`src/rtl/spr_gate_pkg.sv`:
```
package spr_gate_pkg;

    localparam int NUM_REGS = 12;

    localparam int ID_VER   = 0;
    localparam int ID_UNITS = 1;
    localparam int ID_CFG   = 2;
    localparam int ID_STAT  = 3;
    localparam int ID_PPC   = 4;
    localparam int ID_FPCSR = 5;
    localparam int ID_EPC   = 6;
    localparam int ID_ESR   = 7;
    localparam int ID_MACLO = 8;
    localparam int ID_MACHI = 9;
    localparam int ID_NPC   = 10;
    localparam int ID_TTMR  = 11;

    // Registers readable through the gate, and registers with a plain write.
    localparam logic [NUM_REGS-1:0] RD_MASK = 12'h37F;
    localparam logic [NUM_REGS-1:0] WR_MASK = 12'h3E8;

    typedef enum logic [1:0] {
        ERR_NONE  = 2'd0,
        ERR_PRIV  = 2'd1,
        ERR_ADDR  = 2'd2,
        ERR_VALUE = 2'd3
    } gate_err_e;

    function automatic logic [15:0] reg_addr(input int id);
        case (id)
            ID_VER:   reg_addr = 16'h0000;
            ID_UNITS: reg_addr = 16'h0001;
            ID_CFG:   reg_addr = 16'h0002;
            ID_STAT:  reg_addr = 16'h0011;
            ID_PPC:   reg_addr = 16'h0012;
            ID_FPCSR: reg_addr = 16'h0014;
            ID_EPC:   reg_addr = 16'h0020;
            ID_ESR:   reg_addr = 16'h0040;
            ID_MACLO: reg_addr = 16'h2801;
            ID_MACHI: reg_addr = 16'h2802;
            ID_NPC:   reg_addr = 16'h0010;
            default:  reg_addr = 16'h5000;
        endcase
    endfunction

endpackage

```
`src/rtl/spr_addr_decode.sv`:
```
module spr_addr_decode
    import spr_gate_pkg::*;
#(
    parameter int ADDR_W      = 16,
    parameter int SHADOW_BASE = 16'h0400,
    parameter int SHADOW_CNT  = 512,
    localparam int IDX_W      = $clog2(SHADOW_CNT)
) (
    input  logic [ADDR_W-1:0]   addr,
    output logic [NUM_REGS-1:0] hit_vec,
    output logic                shadow_hit,
    output logic [IDX_W-1:0]    shadow_idx
);
    localparam logic [ADDR_W:0] LO = (ADDR_W+1)'(SHADOW_BASE);
    localparam logic [ADDR_W:0] HI = (ADDR_W+1)'(SHADOW_BASE + SHADOW_CNT);

    logic [ADDR_W:0] addr_x;
    logic [ADDR_W:0] offset;

    for (genvar i = 0; i < NUM_REGS; i++) begin : g_match
        assign hit_vec[i] = (addr == ADDR_W'(reg_addr(i)));
    end

    assign addr_x     = {1'b0, addr};
    assign offset     = addr_x - LO;
    assign shadow_hit = (addr_x >= LO) && (addr_x < HI);
    assign shadow_idx = offset[IDX_W-1:0];
endmodule

```
`src/rtl/spr_priv_check.sv`:
```
module spr_priv_check (
    input  logic req_valid,
    input  logic sr_super,
    input  logic sr_user_ok,
    output logic granted,
    output logic refused
);
    assign granted = req_valid && (sr_super || sr_user_ok);
    assign refused = req_valid && !(sr_super || sr_user_ok);
endmodule

```
`src/rtl/spr_access_gate.sv`:
```
module spr_access_gate
    import spr_gate_pkg::*;
#(
    parameter int ADDR_W      = 16,
    parameter int DATA_W      = 32,
    parameter int SHADOW_BASE = 16'h0400,
    parameter int SHADOW_CNT  = 512,
    localparam int IDX_W      = $clog2(SHADOW_CNT)
) (
    input  logic                clk,
    input  logic                rst_n,
    input  logic                req_valid,
    input  logic                req_write,
    input  logic [ADDR_W-1:0]   req_addr,
    input  logic [DATA_W-1:0]   req_wdata,
    input  logic                sr_super,
    input  logic                sr_user_ok,
    input  logic [DATA_W-1:0]   rd_data_in,
    output logic [NUM_REGS-1:0] rd_en,
    output logic [NUM_REGS-1:0] wr_en,
    output logic                gpr_rd_en,
    output logic                gpr_wr_en,
    output logic [IDX_W-1:0]    gpr_idx,
    output logic                rsp_valid,
    output logic [DATA_W-1:0]   rsp_data,
    output logic                err,
    output logic [1:0]          err_code,
    output logic                redirect,
    output logic [DATA_W-1:0]   redirect_pc
);
    typedef struct packed {
        logic              rsp_valid;
        logic [DATA_W-1:0] rsp_data;
    } rsp_t;

    rsp_t st_d, st_q;

    logic [NUM_REGS-1:0] hit_vec;
    logic                shadow_hit;
    logic                granted;
    logic                refused;
    gate_err_e           code;

    spr_addr_decode #(
        .ADDR_W      (ADDR_W),
        .SHADOW_BASE (SHADOW_BASE),
        .SHADOW_CNT  (SHADOW_CNT)
    ) u_dec (
        .addr       (req_addr),
        .hit_vec    (hit_vec),
        .shadow_hit (shadow_hit),
        .shadow_idx (gpr_idx)
    );

    spr_priv_check u_priv (
        .req_valid  (req_valid),
        .sr_super   (sr_super),
        .sr_user_ok (sr_user_ok),
        .granted    (granted),
        .refused    (refused)
    );

    always_comb begin
        rd_en         = '0;
        wr_en         = '0;
        gpr_rd_en     = 1'b0;
        gpr_wr_en     = 1'b0;
        redirect      = 1'b0;
        redirect_pc   = req_wdata;
        code          = ERR_NONE;
        st_d.rsp_valid = req_valid && !req_write;
        st_d.rsp_data  = '0;

        if (refused) begin
            code = ERR_PRIV;
        end else if (granted) begin
            if (shadow_hit) begin
                if (req_write) begin
                    gpr_wr_en = 1'b1;
                end else begin
                    gpr_rd_en     = 1'b1;
                    st_d.rsp_data = rd_data_in;
                end
            end else if (!req_write) begin
                if ((hit_vec & RD_MASK) != '0) begin
                    rd_en         = hit_vec;
                    st_d.rsp_data = rd_data_in;
                end else begin
                    code = ERR_ADDR;
                end
            end else if ((hit_vec & WR_MASK) != '0) begin
                wr_en = hit_vec;
            end else if (hit_vec[ID_NPC]) begin
                redirect = 1'b1;
            end else if (hit_vec[ID_TTMR]) begin
                if (req_wdata == '0) begin
                    wr_en = hit_vec;
                end else begin
                    code = ERR_VALUE;
                end
            end else begin
                code = ERR_ADDR;
            end
        end

        err      = (code != ERR_NONE);
        err_code = code;
    end

    always_ff @(posedge clk) begin
        if (!rst_n) begin
            st_q <= '0;
        end else begin
            st_q <= st_d;
        end
    end

    assign rsp_valid = st_q.rsp_valid;
    assign rsp_data  = st_q.rsp_data;
endmodule

```
`config.mk`:
```
export PLATFORM = sky130hd
export DESIGN_NAME = spr_access_gate
export DESIGN_NICKNAME = d
export VERILOG_FILES = /design/src/rtl/spr_gate_pkg.sv /design/src/rtl/spr_addr_decode.sv /design/src/rtl/spr_priv_check.sv /design/src/rtl/spr_access_gate.sv
export SDC_FILE = /design/constraint.sdc
export NUM_CORES = 1
export LEC_CHECK = 0
export ABC_AREA = 1
export BUFFER_PORTS_ARGS = -buffer_cell sky130_fd_sc_hd__buf_2
export CELL_PAD_IN_SITES_DETAIL_PLACEMENT = 1
export CELL_PAD_IN_SITES_GLOBAL_PLACEMENT = 2
export CORE_ASPECT_RATIO = 1.1
export CORE_MARGIN = 10
export CORE_UTILIZATION = 18
export CTS_CLUSTER_DIAMETER = 30
export CTS_CLUSTER_SIZE = 8
export DETAILED_ROUTE_END_ITERATION = 8
export PLACE_DENSITY_LB_ADDON = 0.1
export SKIP_CTS_REPAIR_TIMING = 1
export SLEW_MARGIN = 20
export SYNTH_ARGS = -nofsm -noshare
export SYNTH_HDL_FRONTEND = slang
export SYNTH_SLANG_ARGS = --single-unit
```
`constraint.sdc`:
```
create_clock -name clk -period 1.4 [get_ports clk]
set_clock_uncertainty 0.1 [all_clocks]
set_input_delay 0.14 -clock clk [delete_from_list [all_inputs] [get_ports clk]]
set_output_delay 0.14 -clock clk [all_outputs]
set_load 0.02 [all_outputs]
```
==> results of run 1 <==
[worst max-delay path, stage by stage]
cell,delay (ns)
buf_6,0.10
nor2_4,0.11
nand2_2,0.08
nor2_4,0.14
buf_6,0.13
nand3b_1,0.11
nand3_2,0.12
nor2_4,0.04
nand2_2,0.09
nand2_4,0.09
nor2_4,0.14
buf_6,0.13
[final timing paths]
check	from	to	slack, ns	depth (start not counted)
max	req_addr[14]	wr_en[3]	-0.26	12
min	rd_data_in[20]	rsp_data[20]	0.06	5
[metrics by stage]
stage / setup slack, ns / hold WS (ns) / cell area [sq um] / total power, uW / setup TNS (ns)
2_1_floorplan: -0.0614 / 0.214 / 2550 / 1300 / -0.522
3_3_place_gp: -0.418 / 0.343 / 3600 / 1500 / -15.52
3_5_place_dp: -0.445 / 0.350 / 3600 / 1500 / -16.62
4_1_cts: -0.451 / 0.0578 / 3730 / 2520 / -7.70
5_1_grt: -0.352 / 0.0729 / 4350 / 2690 / -13.40
6_report: -0.255 / 0.0630 / 4350 / 2540 / -8.57
[cells in the final DEF, fill, tap and decap left out, types with 7 or more instances in the layout]
master,count
buf_2,154
buf_4,48
buf_6,35
conb_1,8
dfxtp_1,33
inv_1,59
inv_2,38
nand2_1,25
nand2_2,41
nand3_4,7
nor2_1,55
nor2_2,8
nor2_4,31
[synthesized netlist by cell type (2+ instances only)]
cell type	instances
nand3_2	3
inv_2	31
nand3_1	14
buf_12	3
buf_4	49
dlymetal6s2s_1	3
nand3b_1	2
nor2_1	90
nand3_4	2
dfxtp_1	33
nor2_4	3
inv_1	67
nand4_1	3
nand2_2	33
nand2_1	40
[power by group through the flow]
stage	Clock [uW]	Sequential, uW	Combinational [uW]
3_5_place_dp	0	962	541
3_3_place_gp	0	962	535
4_1_cts	1030	942	543
5_1_grt	1080	941	668
6_report	992	943	608
2_1_floorplan	0	964	334
[sequential cells by signal (all words and copies together) (netlist names)]
| name | cells |
|---|---|
| rsp_valid | 1 |
| rsp_data | 32 |
[routing by layer]
metal	vias to the layer above	wire [um]	global-route usage	part of all wire
li1	1425	-	-	-
met1	1217	3520	0.0979	0.35
met2	103	5420	0.180	0.54
met3	8	891	0.0354	0.089
met4	0	128	0.0316	0.013
met5	-	0	0	0
[final cells by class]
cell class | instances | area, sq um | share of cell area
timing repair buffer | 241 | 1610 | 0.370
multi-input combinational | 205 | 1380 | 0.317
sequential | 33 | 661 | 0.152
inverter | 98 | 370 | 0.0851
tap | 161 | 201 | 0.0463
clock buffer | 5 | 125 | 0.0287
clock inverter | 1 | 5.00 | 0.00115
[cell families (layout without fill, tap and decap cells)]
group,Yosys count,in the layout
and+or+nand+nor,195,195
buffers and inverters,153,345
AOI/OAI and AO/OA,2,2
DFF,33,33
other,1,8
==> metrics.md, run 1 <==
| Metric | Value |
|---|---|
| Drt initial violations | 49 |
| Netlist cell types | 23 |
| Routed WL | 9.96 mm |
| Top_reg_cell synth | dfxtp_1 |
| Die H | 142 um |
| Mapped Cells | 384 |
| Failing checks | negative setup slack |
| Final Max Slew Viols | 0 |
| GPL Wtd Cong | 0.751 |
| Fillers | 1700 |
| Initial core utilization | 0.184 |
| First drt pass iteration count | 4 |
| Hold Path Class | input port to flop |
| Critical path launch point type | input port |
| H-tree depth | 2 |
| Mux cell area share after synthesis | 0 |
| Die X | 131 um |
| Fin nets | 670 |
| Die area | 18600 sq um |
| Post-synthesis simple-gate area fraction | 0.381 |
| # DRC | 0 |
| Main area contributors after synthesis | dfxtp_1, buf_4, nor2_1 |
| Area leader, netlist | dfxtp_1 |
| Share of the synthesized area in the top cell type | 0.271 |
| Core Util, Final | 0.329 |
| Ys Warns | 0 |
| Final Hold Fails | 0 |
| PortBufs | 181 |
| Post-Synth Adder-Cell Area | 0 |
| CP max FO | 4 |
| Clk buf depth | 2 |
| Setup-failing EPs final | 54 |
| Layout Cells excl Fill | 744 |
| #FFs+latches synth | 33 |
| Xor and xnor area share after synthesis | 0 |
| Clk sinks | 33 |
| Setup CP Type | input port to primary output |
| Crit end category | primary output |
| Unrepaired setup endpoints after global routing | true |
| Worst Path Required | 1.16 ns |
| Antenna fix cells | 0 |
| PD cells | 584 nW/um^2 |
| Avg Inst Size Synth | 6.35 sq um |
| CTS Buf Count | 5 |
| Vias in the first global route | 2927 |
| Vias | 2753 |
| Leakage power | 0.00253 uW |
| Post-DR wirelength/cell | 13.4 um |
| Fmax | 604 MHz |
| Core area | 13200 sq um |
| Sequential power share | 0.371 |
| I/O pins | 190 |
| First-pass GRT wire length | 14.5 mm |
| Via-to-Cell Ratio | 3.70 |
| Row cnt | 44 |
| Setup ws final | -0.255 ns |
| Sw power | 703 uW |
| VDD IR-drop max | 0.330 mV |
| Cell Area, Synth | 2440 sq um |
| Sw Share | 0.276 |
| Detail Placement HPWL | 8.51 mm |
| Fin crit share | 1.18 |
| Final min period | 1.66 ns |
| CTS tree | done |
| FFs w/ async S/R, synth | 0 |
| Max-Cap Viols | 0 |
| Status | finished with violations |
| Layout cells sized above 1 | 0.669 |
| Clk slew on worst S/H paths | 0.05 ns |
| Combinational power share | 0.239 |
| EDFF count, synth | 0 |
| Worst path arrival time | 1.42 ns |
| Clock tree root driver cell | clkbuf_16 |
| Main combinational cell family by area after synthesis | simple AND/OR/NAND/NOR gates |
| Clock power frac | 0.390 |
| Initial antenna violation count | 0 |
| Internal Power | 1840 uW |
| Post-synthesis compound-gate area fraction | 0.00411 |
| Placed insts | 727 |
| Sequential share of the synthesized area | 0.271 |
| Area Overhead vs Synth | 78.6% |
| Post-route ant nets | 0 |
| Total GRT Usage | 0.0973 |
| Largest net degree at the start of global routing | 33 |
| Total congestion overflow | 0 |
Note: power is estimated with default switching activity, not from simulation.
==> inputs of run 2 (changes only) <==
CORE_UTILIZATION = 16   (was 18)
clock period = 1.5 ns   (was 1.4 ns; I/O delays follow)
==> run 2 against run 1 <==
Net effect:
- the flow still finishes with violations (negative setup slack)
- first-iteration DRC count fell by 24%
- utilization fell by 4.2 points
- global-route usage fell by 0.77 points
- sequential share of layout area rose by 0.17 points
- cell count rose by 4.8%
- clock power rose by 20%
- critical path type unchanged
- die area rose by 11%
- critical endpoint is now rd_en[8]
==> metrics.md, run 2 (synthesis results as in run 1) <==
| Metric | Value |
|---|---|
| Status | finished with violations |
| Failing checks | negative setup slack |
| Setup ws final | -0.176 ns (+0.0790 ns) |
| Routed WL | 9.96 mm (about the same) |
| Detail Placement HPWL | 8.60 mm (+1.1%) |
| Die X | 138 um (+5.1%) |
| Final min period | 1.68 ns |
| Commonest cells after routing, fill and taps aside | buf_2, inv_1, buf_4 |
| Fmax | 597 MHz |
| Initial antenna violation count | 0 (unchanged) |
| Commonest non-fill, non-tap cell in the layout | buf_2 |
| Die area | 20600 sq um (+11%) |
| Vias | 2742 (-0.40%) |
| CTS tree | done |
| Vias in the first global route | 2996 (+2.4%) |
| GPL Wtd Cong | 0.747 (-0.52%) |
| Fin nets | 669 (-0.15%) |
| Total GRT Usage | 0.0896 (-0.00769) |
| Clk sinks | 33 (unchanged) |
| Clk slew on worst S/H paths | 0.05 ns (about the same) |
| Die H | 149 um (+5.2%) |
| Post-route ant nets | 0 (unchanged) |
| Drt initial violations | 37 (-24%) |
| Total congestion overflow | 0 (unchanged) |
| Sequential power share | 0.333 (-0.038) |
| H-tree depth | 2 (unchanged) |
| Combinational power share | 0.216 (-0.023) |
| Core Util, Final | 0.287 (-0.0424) |
| Final Hold Fails | 0 (unchanged) |
| Placed insts | 767 (+5.5%) |
| Setup CP Type | input port to primary output |
| Unrepaired setup endpoints after global routing | true |
| Core area | 15000 sq um (+13%) |
| Layout cells sized above 1 | 0.666 (-0.00286) |
| DP Worst Slack | -0.429 ns (+0.0156 ns) |
| VDD IR-drop max | 0.418 mV (+27%) |
| # DRC | 0 (unchanged) |
| Fin crit share | 1.12 |
| Max reg flops | 32 (unchanged) |
| Crit end category | primary output |
| Largest net degree at the start of global routing | 33 (unchanged) |
| Clock tree root driver cell | clkbuf_16 |
| Clk buf depth | 2 (unchanged) |
| CTS Buf Count | 5 (unchanged) |
| Post-DR wirelength/cell | 12.8 um (-4.6%) |
| Critical path launch point type | input port |
| Worst Path Required | 1.25 ns (+0.09 ns) |
| Antenna fix cells | 0 (unchanged) |
| Fillers | 1920 (+13%) |
| PD cells | 613 nW/um^2 (+4.9%) |
| Sw Share | 0.258 (-0.0181) |
| I/O pins | 190 (unchanged) |
| CP max FO | 8 (+4) |
| PortBufs | 181 (unchanged) |
| Area Overhead vs Synth | 76.6% |
| Multi-input gate area | 1320 sq um (-4.7%) |
| Initial core utilization | 0.163 (-0.0219) |
| Via-to-Cell Ratio | 3.52 (-5.0%) |
| Final Max Slew Viols | 0 (unchanged) |
| Setup-failing EPs final | 19 (-65%) |
| Reg area | 661 sq um (unchanged) |
| Sw power | 681 uW (-3.0%) |
| Worst path arrival time | 1.43 ns (about the same) |
| Max-Cap Viols | 0 (unchanged) |
| Leakage power | 0.00250 uW (-1.2%) |
| First drt pass iteration count | 4 (unchanged) |
| Clock power frac | 0.451 (+0.061) |
| Layout Cells excl Fill | 780 (+4.8%) |
| Row cnt | 47 (+6.8%) |
| Internal Power | 1960 uW (+6.4%) |
| Hold Path Class | input port to flop |
| First-pass GRT wire length | 14.7 mm (+1.4%) |
[run 2: changes by cell type in the layout (fill, tap and decap cells not counted), moves of 2 or more]
cell	delta
nor2_2	+13
buf_6	-10
buf_4	+8
nor2_1	-6
nor2_4	-6
nand2_1	+5
nand3_2	+5
nand3_4	-5
nand2_2	-4
inv_1	+2
inv_2	-2
[run 2: path summary, 6_finish.rpt]
check / start / endpoint / slack [ns] / depth (start not counted)
worst max-delay path: req_addr[5] / rd_en[8] / -0.18 / 12
worst min-delay path: rd_data_in[17] / rsp_data[17] / 0.07 / 5
[run 2: cell type report]
class,count,area share
multi-input cells,206,0.306
inverters,98,0.0860
well taps,196,0.0570
clock buffers,7,0.0331
repair buffers,239,0.358
flip-flops and latches,33,0.153
clock inverters,1,0.00698
[run 2: routing by layer]
metal  up-vias  share of wire  track usage
met5         -              0            0
met4         0          0.011       0.0253
met3         7          0.098       0.0315
met2        97           0.54        0.170
met1      1214           0.35       0.0884
li1       1424              -            -
[run 2: per-stage QoR]
step                      total power (uW)  hold WS, ns  TNS [ns]  instance area, sq um
after global routing                  2780       0.0843     -4.12                  4300
after floorplan                       1210        0.224    -0.142                  2460
final                                 2640       0.0723     -2.20                  4300
after global placement                1400        0.354    -13.56                  3600
after CTS                             2630       0.0644     -6.22                  3770
after detailed placement              1410        0.355    -14.81                  3600
[run 2: critical path, stage by stage]
cell	delay (ns)
buf_2	0.11
buf_4	0.14
nor2_2	0.11
nand2_2	0.10
nor2_1	0.11
nand2_1	0.12
nand3_4	0.09
nor2_4	0.05
nand2_4	0.08
nand2_8	0.11
nor2_4	0.13
buf_6	0.12
[run 2: power by group through the flow]
stage / Combinational [uW] / Clock [uW] / Sequential (uW)
floorplan: 308 / 0 / 900
global placement: 506 / 0 / 898
detailed placement: 510 / 0 / 898
CTS: 512 / 1240 / 879
global route: 627 / 1270 / 878
finish: 569 / 1190 / 879
